`config.mk`:
```
export PLATFORM = sky130hd
export DESIGN_NAME = dpage_addr_gen
export DESIGN_NICKNAME = d
export VERILOG_FILES = /design/src/rtl/dpage_pkg.sv /design/src/rtl/dpage_field_decode.sv /design/src/rtl/dpage_addr_calc.sv /design/src/rtl/dpage_out_reg.sv /design/src/rtl/dpage_addr_gen.sv
export SDC_FILE = /design/constraint.sdc
export NUM_CORES = 1
export LEC_CHECK = 0
export BUFFER_PORTS_ARGS = -buffer_cell sky130_fd_sc_hd__buf_2
export CAP_MARGIN = 10
export CORE_MARGIN = 5
export CORE_UTILIZATION = 25
export DETAILED_ROUTE_END_ITERATION = 6
export PLACE_DENSITY = 0.55
export SLEW_MARGIN = 0
export SYNTH_ARGS = -nofsm -noshare
export SYNTH_HDL_FRONTEND = slang
export SYNTH_SLANG_ARGS = --single-unit
export TNS_END_PERCENT = 30
```
`constraint.sdc`:
```
create_clock -name clk -period 2 [get_ports clk]
set_clock_uncertainty 0.2 [all_clocks]
set_input_delay 0.2 -clock clk [delete_from_list [all_inputs] [get_ports clk]]
set_output_delay 0.2 -clock clk [all_outputs]
set_load 0.05 [all_outputs]
```
`src/rtl/dpage_pkg.sv`:
```
// Shared encodings for the paged direct address generator.
// Assumes: the mode and space codes below are fixed at the block's ports.
package dpage_pkg;
    typedef enum logic [1:0] {
        AM_DIRECT = 2'b00,
        AM_REGS   = 2'b01,
        AM_PERIPH = 2'b10,
        AM_EXT    = 2'b11
    } amode_e;

    typedef enum logic [1:0] {
        SPC_DATA = 2'b00,
        SPC_REGS = 2'b01,
        SPC_IO   = 2'b10
    } space_e;
endpackage

```
`src/rtl/dpage_field_decode.sv`:
```
// Splits the instruction low byte into the direct marker and the offset.
// Assumes: the marker sits directly above the offset field.
module dpage_field_decode #(
    parameter int OFS_W = 7
) (
    input  logic             req_valid,
    input  logic [OFS_W:0]   instr_lo,
    output logic             accept,
    output logic [OFS_W-1:0] ofs
);
    // Accept only requests whose marker bit is clear.
    always_comb begin
        accept = req_valid && !instr_lo[OFS_W];
        ofs    = instr_lo[OFS_W-1:0];
    end
endmodule

```
`src/rtl/dpage_addr_calc.sv`:
```
// Combinational address former for all four modes.
// Assumes: the offset is unsigned, and every low-word sum wraps modulo 2^LO_W.
module dpage_addr_calc
    import dpage_pkg::*;
#(
    parameter int OFS_W  = 7,
    parameter int LO_W   = 16,
    parameter int ADDR_W = 23
) (
    input  logic [1:0]         mode,
    input  logic               stk_sel,
    input  logic [OFS_W-1:0]   ofs,
    input  logic [LO_W-OFS_W-1:0] page_reg,
    input  logic [LO_W-1:0]    stk_ptr,
    input  logic [LO_W-OFS_W-1:0] io_page,
    input  logic [ADDR_W-1:0]  ext_ptr,
    output logic [ADDR_W-1:0]  addr_nx,
    output logic [1:0]         space_nx
);
    localparam int HI_W  = ADDR_W - LO_W;
    localparam int PAD_W = LO_W - OFS_W;

    logic [LO_W-1:0] ofs_ext;
    logic [LO_W-1:0] stk_sum;
    logic [LO_W-1:0] ext_sum;

    // Zero-extend the offset and form the two wrapping low-word sums.
    always_comb begin
        ofs_ext = {{PAD_W{1'b0}}, ofs};
        stk_sum = stk_ptr + ofs_ext;
        ext_sum = ext_ptr[LO_W-1:0] + ofs_ext;
    end

    // Select the address and its space tag by mode.
    always_comb begin
        addr_nx  = '0;
        space_nx = SPC_DATA;
        case (amode_e'(mode))
            AM_DIRECT: begin
                if (stk_sel) addr_nx = {{HI_W{1'b0}}, stk_sum};
                else         addr_nx = {{HI_W{1'b0}}, page_reg, ofs};
            end
            AM_REGS: begin
                addr_nx  = {{(ADDR_W-OFS_W){1'b0}}, ofs};
                space_nx = SPC_REGS;
            end
            AM_PERIPH: begin
                addr_nx  = {{HI_W{1'b0}}, io_page, ofs};
                space_nx = SPC_IO;
            end
            default: begin
                addr_nx = {ext_ptr[ADDR_W-1:LO_W], ext_sum};
            end
        endcase
    end
endmodule

```
`src/rtl/dpage_out_reg.sv`:
```
// Output stage: captures address and space on an accepted request, else holds.
// Assumes: synchronous active-low reset clears all outputs.
module dpage_out_reg #(
    parameter int ADDR_W = 23
) (
    input  logic              clk,
    input  logic              rst_n,
    input  logic              load,
    input  logic [ADDR_W-1:0] addr_d,
    input  logic [1:0]        space_d,
    output logic              valid_q,
    output logic [ADDR_W-1:0] addr_q,
    output logic [1:0]        space_q
);
    // Register the result; hold the address between accepted requests.
    always_ff @(posedge clk) begin
        if (!rst_n) begin
            valid_q <= 1'b0;
            addr_q  <= '0;
            space_q <= 2'b00;
        end else begin
            valid_q <= load;
            if (load) begin
                addr_q  <= addr_d;
                space_q <= space_d;
            end
        end
    end

    AST_HOLD_IDLE: assert property (@(posedge clk) disable iff (!rst_n)
        !load |=> (!valid_q && $stable(addr_q) && $stable(space_q)));

    AST_REGS_LOW_PAGE: assert property (@(posedge clk) disable iff (!rst_n)
        (valid_q && space_q == 2'b01) |-> (addr_q >> 7) == '0);
endmodule

```
`src/rtl/dpage_addr_gen.sv`:
```
// Top: paged direct address generator. Holds the stack-select bit, decodes
// the instruction byte, forms the address and registers it.
// Assumes: base registers are stable in the request cycle; offset width 7.
module dpage_addr_gen
    import dpage_pkg::*;
#(
    parameter int OFS_W  = 7,
    parameter int LO_W   = 16,
    parameter int ADDR_W = 23
) (
    input  logic                  clk,
    input  logic                  rst_n,
    input  logic                  req_valid,
    input  logic [OFS_W:0]        instr_lo,
    input  logic [1:0]            amode,
    input  logic                  sel_wr,
    input  logic                  sel_val,
    input  logic [LO_W-OFS_W-1:0] page_reg,
    input  logic [LO_W-1:0]       stk_ptr,
    input  logic [LO_W-OFS_W-1:0] io_page,
    input  logic [ADDR_W-1:0]     ext_ptr,
    output logic                  addr_valid,
    output logic [ADDR_W-1:0]     addr,
    output logic [1:0]            addr_space
);
    localparam int HI_W = ADDR_W - LO_W;

    logic             stk_sel_q;
    logic             accept;
    logic [OFS_W-1:0] ofs;
    logic [ADDR_W-1:0] addr_nx;
    logic [1:0]       space_nx;

    // Stack-select bit: cleared by reset, loaded on a write strobe.
    always_ff @(posedge clk) begin
        if (!rst_n)      stk_sel_q <= 1'b0;
        else if (sel_wr) stk_sel_q <= sel_val;
    end

    dpage_field_decode #(.OFS_W(OFS_W)) u_dec (
        .req_valid (req_valid),
        .instr_lo  (instr_lo),
        .accept    (accept),
        .ofs       (ofs)
    );

    dpage_addr_calc #(.OFS_W(OFS_W), .LO_W(LO_W), .ADDR_W(ADDR_W)) u_calc (
        .mode     (amode),
        .stk_sel  (stk_sel_q),
        .ofs      (ofs),
        .page_reg (page_reg),
        .stk_ptr  (stk_ptr),
        .io_page  (io_page),
        .ext_ptr  (ext_ptr),
        .addr_nx  (addr_nx),
        .space_nx (space_nx)
    );

    dpage_out_reg #(.ADDR_W(ADDR_W)) u_out (
        .clk     (clk),
        .rst_n   (rst_n),
        .load    (accept),
        .addr_d  (addr_nx),
        .space_d (space_nx),
        .valid_q (addr_valid),
        .addr_q  (addr),
        .space_q (addr_space)
    );

    AST_RESET_CLEAR: assert property (@(posedge clk)
        !rst_n |=> (!addr_valid && !stk_sel_q));

    AST_SEL_LOAD: assert property (@(posedge clk) disable iff (!rst_n)
        sel_wr |=> stk_sel_q == $past(sel_val));

    AST_PAGE_LOW_BITS: assert property (@(posedge clk) disable iff (!rst_n)
        (accept && amode == AM_DIRECT && !stk_sel_q)
        |=> addr[OFS_W-1:0] == $past(instr_lo[OFS_W-1:0]));

    AST_STACK_TOP_ZERO: assert property (@(posedge clk) disable iff (!rst_n)
        (accept && amode == AM_DIRECT && stk_sel_q)
        |=> addr[ADDR_W-1:LO_W] == '0);

    AST_EXT_PAGE_PASS: assert property (@(posedge clk) disable iff (!rst_n)
        (accept && amode == AM_EXT)
        |=> addr[ADDR_W-1:LO_W] == $past(ext_ptr[ADDR_W-1:LO_W]));

    AST_IO_TAG: assert property (@(posedge clk) disable iff (!rst_n)
        (accept && amode == AM_PERIPH) |=> addr_space == SPC_IO);

    AST_VALID_LATENCY: assert property (@(posedge clk) disable iff (!rst_n)
        accept |=> addr_valid);

    initial begin
        assert (HI_W >= 0) else $error("address narrower than low word");
    end
endmodule

```
Yosys cells after proc, flatten, opt, wreduce, memory -nomap -nowiden
Cells that the tools add are included.
{ "totals": {"regBits": 27, "in_bits": 72, "output_inout_bits": 26, "wordCells": 14} }
{ "op_classes": {"addsub": 2, "eq_ne": 2, "muxes": 3, "n_reduce_logical": 3} }
{ "ops": {"columns": ["operator", "count"], "rows": [
  ["23-bit case mux with 3 select lines", 1],
  ["16-bit by 7-bit adder with 16-bit output", 2],
  ["16-bit two-way mux", 1],
  ["2-bit case mux with 2 select lines", 1],
  ["2-bit by 1-bit == test with 1-bit output (second input constant)", 1],
  ["2-bit == test (second input constant)", 1],
  ["2-bit zero test", 1],
  ["1-bit logical AND", 1],
  ["1-bit zero test", 1]
]} }

Longest topological paths before layout
{ "depth": {"depth_word": 3, "depth_mapped": 8} }

By module
A second synthesis with hierarchy kept.
{ "hier_totals": {"cells_unflattened": 287, "hier_area_um2": 2448.6} }
{ "modules_own_cells": {"columns": ["module", "n_inst", "cells_each", "area_each_um2", "seq_area_each_um2"], "rows": [
  ["dpage_addr_calc", 1, 194, 1353.8, 0.0],
  ["dpage_out_reg", 1, 82, 992.2, 520.5],
  ["dpage_field_decode", 1, 8, 66.3, 0.0],
  ["dpage_addr_gen", 1, 3, 36.3, 20.0]
]} }

Least setup slack after synthesis
No wires, ideal clock.
{ "synth_timing": {"path_type": "input -> register", "startpoint": "input instr_lo[0]", "endpoint": "register u_out.addr_q[14]", "setup_time_ns": 0.074, "arrival_ns": 1.840, "slack_ns": -0.114, "stages": 7, "path_buffers": 0, "path_cell_list": "ha_1 > fa_1 > a211o_1 > a21oi_2 > nor2_1 > a31o_2 > a31oi_1"} }
{ "synth_via": {"elab_chain_len": 3} }
{ "synth_lines": {"columns": ["item", "line_no", "text"], "rows": [
  ["start: declaration", "dpage_addr_gen.sv:14", "input logic [OFS_W:0] instr_lo,"],
  ["16-bit by 7-bit adder with 16-bit output", "dpage_addr_calc.sv:30", "stk_sum = stk_ptr + ofs_ext;"],
  ["16-bit two-way mux", "dpage_addr_calc.sv:40", "if (stk_sel) addr_nx = {{HI_W{1'b0}}, stk_sum};"],
  ["23-bit case mux with 3 select lines *", "dpage_addr_calc.sv:38", "case (amode_e'(mode))"],
  ["end signal: assignment", "dpage_out_reg.sv:24", "addr_q <= addr_d;"],
  ["end: declaration", "dpage_out_reg.sv:12", "output logic [ADDR_W-1:0] addr_q,"]
]} }
Mark *: on every way between the ends. The rest lies on a longest branch, timed or not.
A chain may end at the register's enable or synchronous reset.

Final worst setup path
{ "layout_timing": {"startpoint": "input instr_lo[0]", "endpoint": "register u_out.addr_q[12]"} }
Same word-level chain as after synthesis.

==> flow_metrics.env <==
export IMPL_cp_depth=10
export IMPL_cts_path_max_buffers=2
export IMPL_r2r_cells=5
export IMPL_synth_top_area_share_pct=21.92
export IMPL_startpoint="instr_lo[0]"
export IMPL_crit_path_end_kind="register"
export IMPL_hold_end="stk_sel_q$_SDFFE_PN0P_"
export IMPL_wl_per_cell_um=15.99
export IMPL_post_dp_cell_area_sq_um=3297
export IMPL_port_buffers=97
export IMPL_drt_iter0_drc=147
export IMPL_switchingPower_w=0.0006211
export IMPL_ys_top_cells_by_area="dfxtp_1 22%, ha_1 7.1%, o21ai_0 4.9%"
export IMPL_status="completed"
export IMPL_worst_pin_slew_ns=0.6124
export IMPL_grt_ovfl_total=0
export IMPL_synth_cells=307
export IMPL_synth_xor_area_share_pct=2.841
export IMPL_post_synth_top_count_cell="dfxtp_1"
export IMPL_crit_family="adder cells"
export IMPL_slowest_delay_ns=0.33
export IMPL_final_max_slew_viol_count=0
export IMPL_synth_area_sq_um=2466
export IMPL_yosysSeqAreaShare_pct=21.92
export IMPL_p_comb_share_pct=44.1
export IMPL_synth_top_area_cell="dfxtp_1"
export IMPL_synth_async_reset_ratio_pct=0
export IMPL_hpwlAfterDp_mm=7.365
export IMPL_synthMuxAreaShare_pct=4.972
export IMPL_cp_data_arrival_time_ns=1.90
export IMPL_cts_made_buffers=3
export IMPL_yosys_area_share_adder_pct=8.727
export IMPL_antenna_found_initial=0
export IMPL_p_clk_share_pct=20.2
export IMPL_die_h_um=109.3
export IMPL_drive_gt1_share_pct=36.49
export IMPL_netSwitchingFraction_pct=38.24
export IMPL_grt_pass1_wl_mm=13.58
export IMPL_critical_path_cell_chain="buf_2 -> ha_2 -> inv_1 -> fa_2 -> and2b_2 -> o31ai_4 -> buf_12 -> a211oi_2 -> mux2i_1 -> a31oi_1"
export IMPL_p_leak_nw=1.533
export IMPL_netlist_top_cells_count="27 x dfxtp_1, 24 x nand2_1, 24 x o21ai_0"
export IMPL_htree_levels=1
export IMPL_required_ns=1.97
export IMPL_area_growth_pct=41.91
export IMPL_root_buffer="clkbuf_8"
export IMPL_routed_via_density=5.090
export IMPL_vias=2881
export IMPL_dr_pass1_iters=4
export IMPL_clkLatencyLatePin_ns=0.27
export IMPL_synth_cell_types=64
export IMPL_ys_flop_type="dfxtp_1"
export IMPL_maxSlewHeadroom_pct=58.95
export IMPL_die_w_um=109.3
export IMPL_fin_util_pct=36.14
export IMPL_drc=0
export IMPL_r2r_setup_slack_ns=0.18
export IMPL_crit_buf_inv=3
export IMPL_p_total_w=0.001624
export IMPL_cp_start_kind="primary input"
export IMPL_grt_max_degree=24
export IMPL_die_area_sq_um=11950
export IMPL_peakVddDrop_mv=0.2796
export IMPL_synth_edf_count=0
export IMPL_reg2reg_from="stk_sel_q$_SDFFE_PN0P_"
export IMPL_cpMaxStageDelayCell="fa_2"
export IMPL_report_final_setup_viol=0
export IMPL_crit_fanout=8
export IMPL_layout_setup_ws_ns=0.06851
export IMPL_path_class="in2reg"
export IMPL_clock_fmax_ghz=0.5177
export IMPL_cts_clk_slew_worst_paths_ns=0.10
export IMPL_min_period_ns=1.931
export IMPL_drv_cap=0
export IMPL_diodes=0
export IMPL_whs_path_depth=3
export IMPL_synth_top_family_by_area="compound AO/OA/AOI/OAI gates"
export IMPL_start_util_pct=25.47
export IMPL_postRouteAntennaNets=0
export IMPL_rsz0062_at_grt="yes"
export IMPL_num_rows=36
export IMPL_avgSynthCellArea_sq_um=8.033
export IMPL_grt_pass1_vias=2707
export IMPL_period_share_pct=96.57
export IMPL_core_area_sq_um=9684
export IMPL_r2r_end="u_out.addr_q[7]$_SDFFE_PN0P_"
export IMPL_synth_compound_area_share_pct=35.41
export IMPL_track_usage_pct=14.25
export IMPL_yosysWarnings=0
export IMPL_worst_hold_path_type="in2reg"
export IMPL_gp_congestion=0.8004
export IMPL_synth_seq_cells=27
export IMPL_fin_tns_setup_ns=0
export IMPL_place_ws_ns=-0.2517
export IMPL_final_hold_viol_count=0
export IMPL_nets=522
export IMPL_ios=98
export IMPL_p_int_w=0.001003
export IMPL_n_fill_cell=1037
export IMPL_hp_start="sel_wr"
export IMPL_tritoncts="done"
export IMPL_clock_sinks=27
export IMPL_syn_nets=395
export IMPL_powerDensity_nw_per_um2=464.1
export IMPL_yosys_area_share_simple_pct=22.27
export IMPL_fin_area_sq_um=3500
export IMPL_routed_wl_mm=9.053
export IMPL_sequentialPowerShare_pct=35.7
-- how the worst max path moves through the flow --
stage	endpoint	slack [ns]
after floorplan	u_out.addr_q[14]$_SDFFE_PN0P_	0.003
after global placement	u_out.addr_q[14]$_SDFFE_PN0P_	-0.21
after detailed placement	u_out.addr_q[14]$_SDFFE_PN0P_	-0.25
after CTS	u_out.addr_q[14]$_SDFFE_PN0P_	0.04
after global routing	u_out.addr_q[12]$_SDFFE_PN0P_	-0.02
final	u_out.addr_q[12]$_SDFFE_PN0P_	0.07
-- what timing repair did --
item / 4_1_cts / 5_1_grt
hold buffers: 8 / 0
resized for setup: 0 / 14
buffers inserted: 0 / 2
endpoints found under the setup margin: 0 / 5
hold endpoints to repair: 8 / 0
-- sequential cells by signal (all words and copies together) (netlist names) --
signal         flops
stk_sel_q          1
u_out.addr_q      23
u_out.valid_q      1
u_out.space_q      2
-- stage by stage --
step                std cells  hold slack, ns
finish                    566        0.004532
CTS                       565       0.0002537
global route              566        0.003674
detailed placement        553          0.2554
global placement          553          0.2496
floorplan                 307          0.1282
-- placed cells by master, fill, tap and decap left out, drive strengths merged, types with 3 or more instances in the layout --
master,instances
buf,129
dfxtp,27
o21ai,25
nand2,24
nor2,15
a22oi,14
nor2b,14
ha,14
a21oi,12
o211ai,11
and3,10
a31oi,10
nand3,10
mux2i,10
dlygate4sd3,8
a211oi,8
inv,6
o21a,6
a21o,6
xnor2,5
nor3,5
o211a,4
nor4,4
a21boi,4
o31a,3
xor2,3
clkbuf,3
a2111oi,3
-- kinds of logic after synthesis --
family	Yosys count
buffers and inverters	21
XOR/XNOR	8
multiplexers	12
AND/OR/NAND/NOR	101
flip-flops	27
adder cells (fa/ha/maj)	16
AO/OA/AOI/OAI	122
-- worst min-delay path: cells and delay by family --
kind	cells	cell delay, ns
buffers and inverters	1	0.08
and+or+nand+nor	1	0.10
muxes	1	0.06
-- layer usage --
layer | wire [um] | track usage (%)
met3 | 536 | 1.585
met1 | 4266 | 19.77
met4 | 120 | 3.651
met5 | 0 | 0
met2 | 4130 | 23.50
-- cell type report --
class / count / area (sq um) / share of cell area, %
clock inverter: 1 / 7.507 / 0.2145
timing repair buffer: 137 / 818.3 / 23.38
inverter: 6 / 22.52 / 0.6435
sequential: 27 / 540.5 / 15.45
clock buffer: 3 / 41.29 / 1.180
tap: 133 / 166.4 / 4.755
multi-input combinational: 259 / 1903 / 54.38
-- power by group through the flow --
| stage | Combinational, W | Clock [W] | Sequential, W |
|---|---|---|---|
| after floorplan | 0.000332 | 0 | 0.000679 |
| after global placement | 0.000669 | 0 | 0.000592 |
| after detailed placement | 0.000680 | 0 | 0.000592 |
| after CTS | 0.000696 | 0.000344 | 0.000580 |
| after global routing | 0.000778 | 0.000360 | 0.000583 |
| final | 0.000717 | 0.000328 | 0.000579 |
Note: power is estimated with default switching activity, not from simulation.
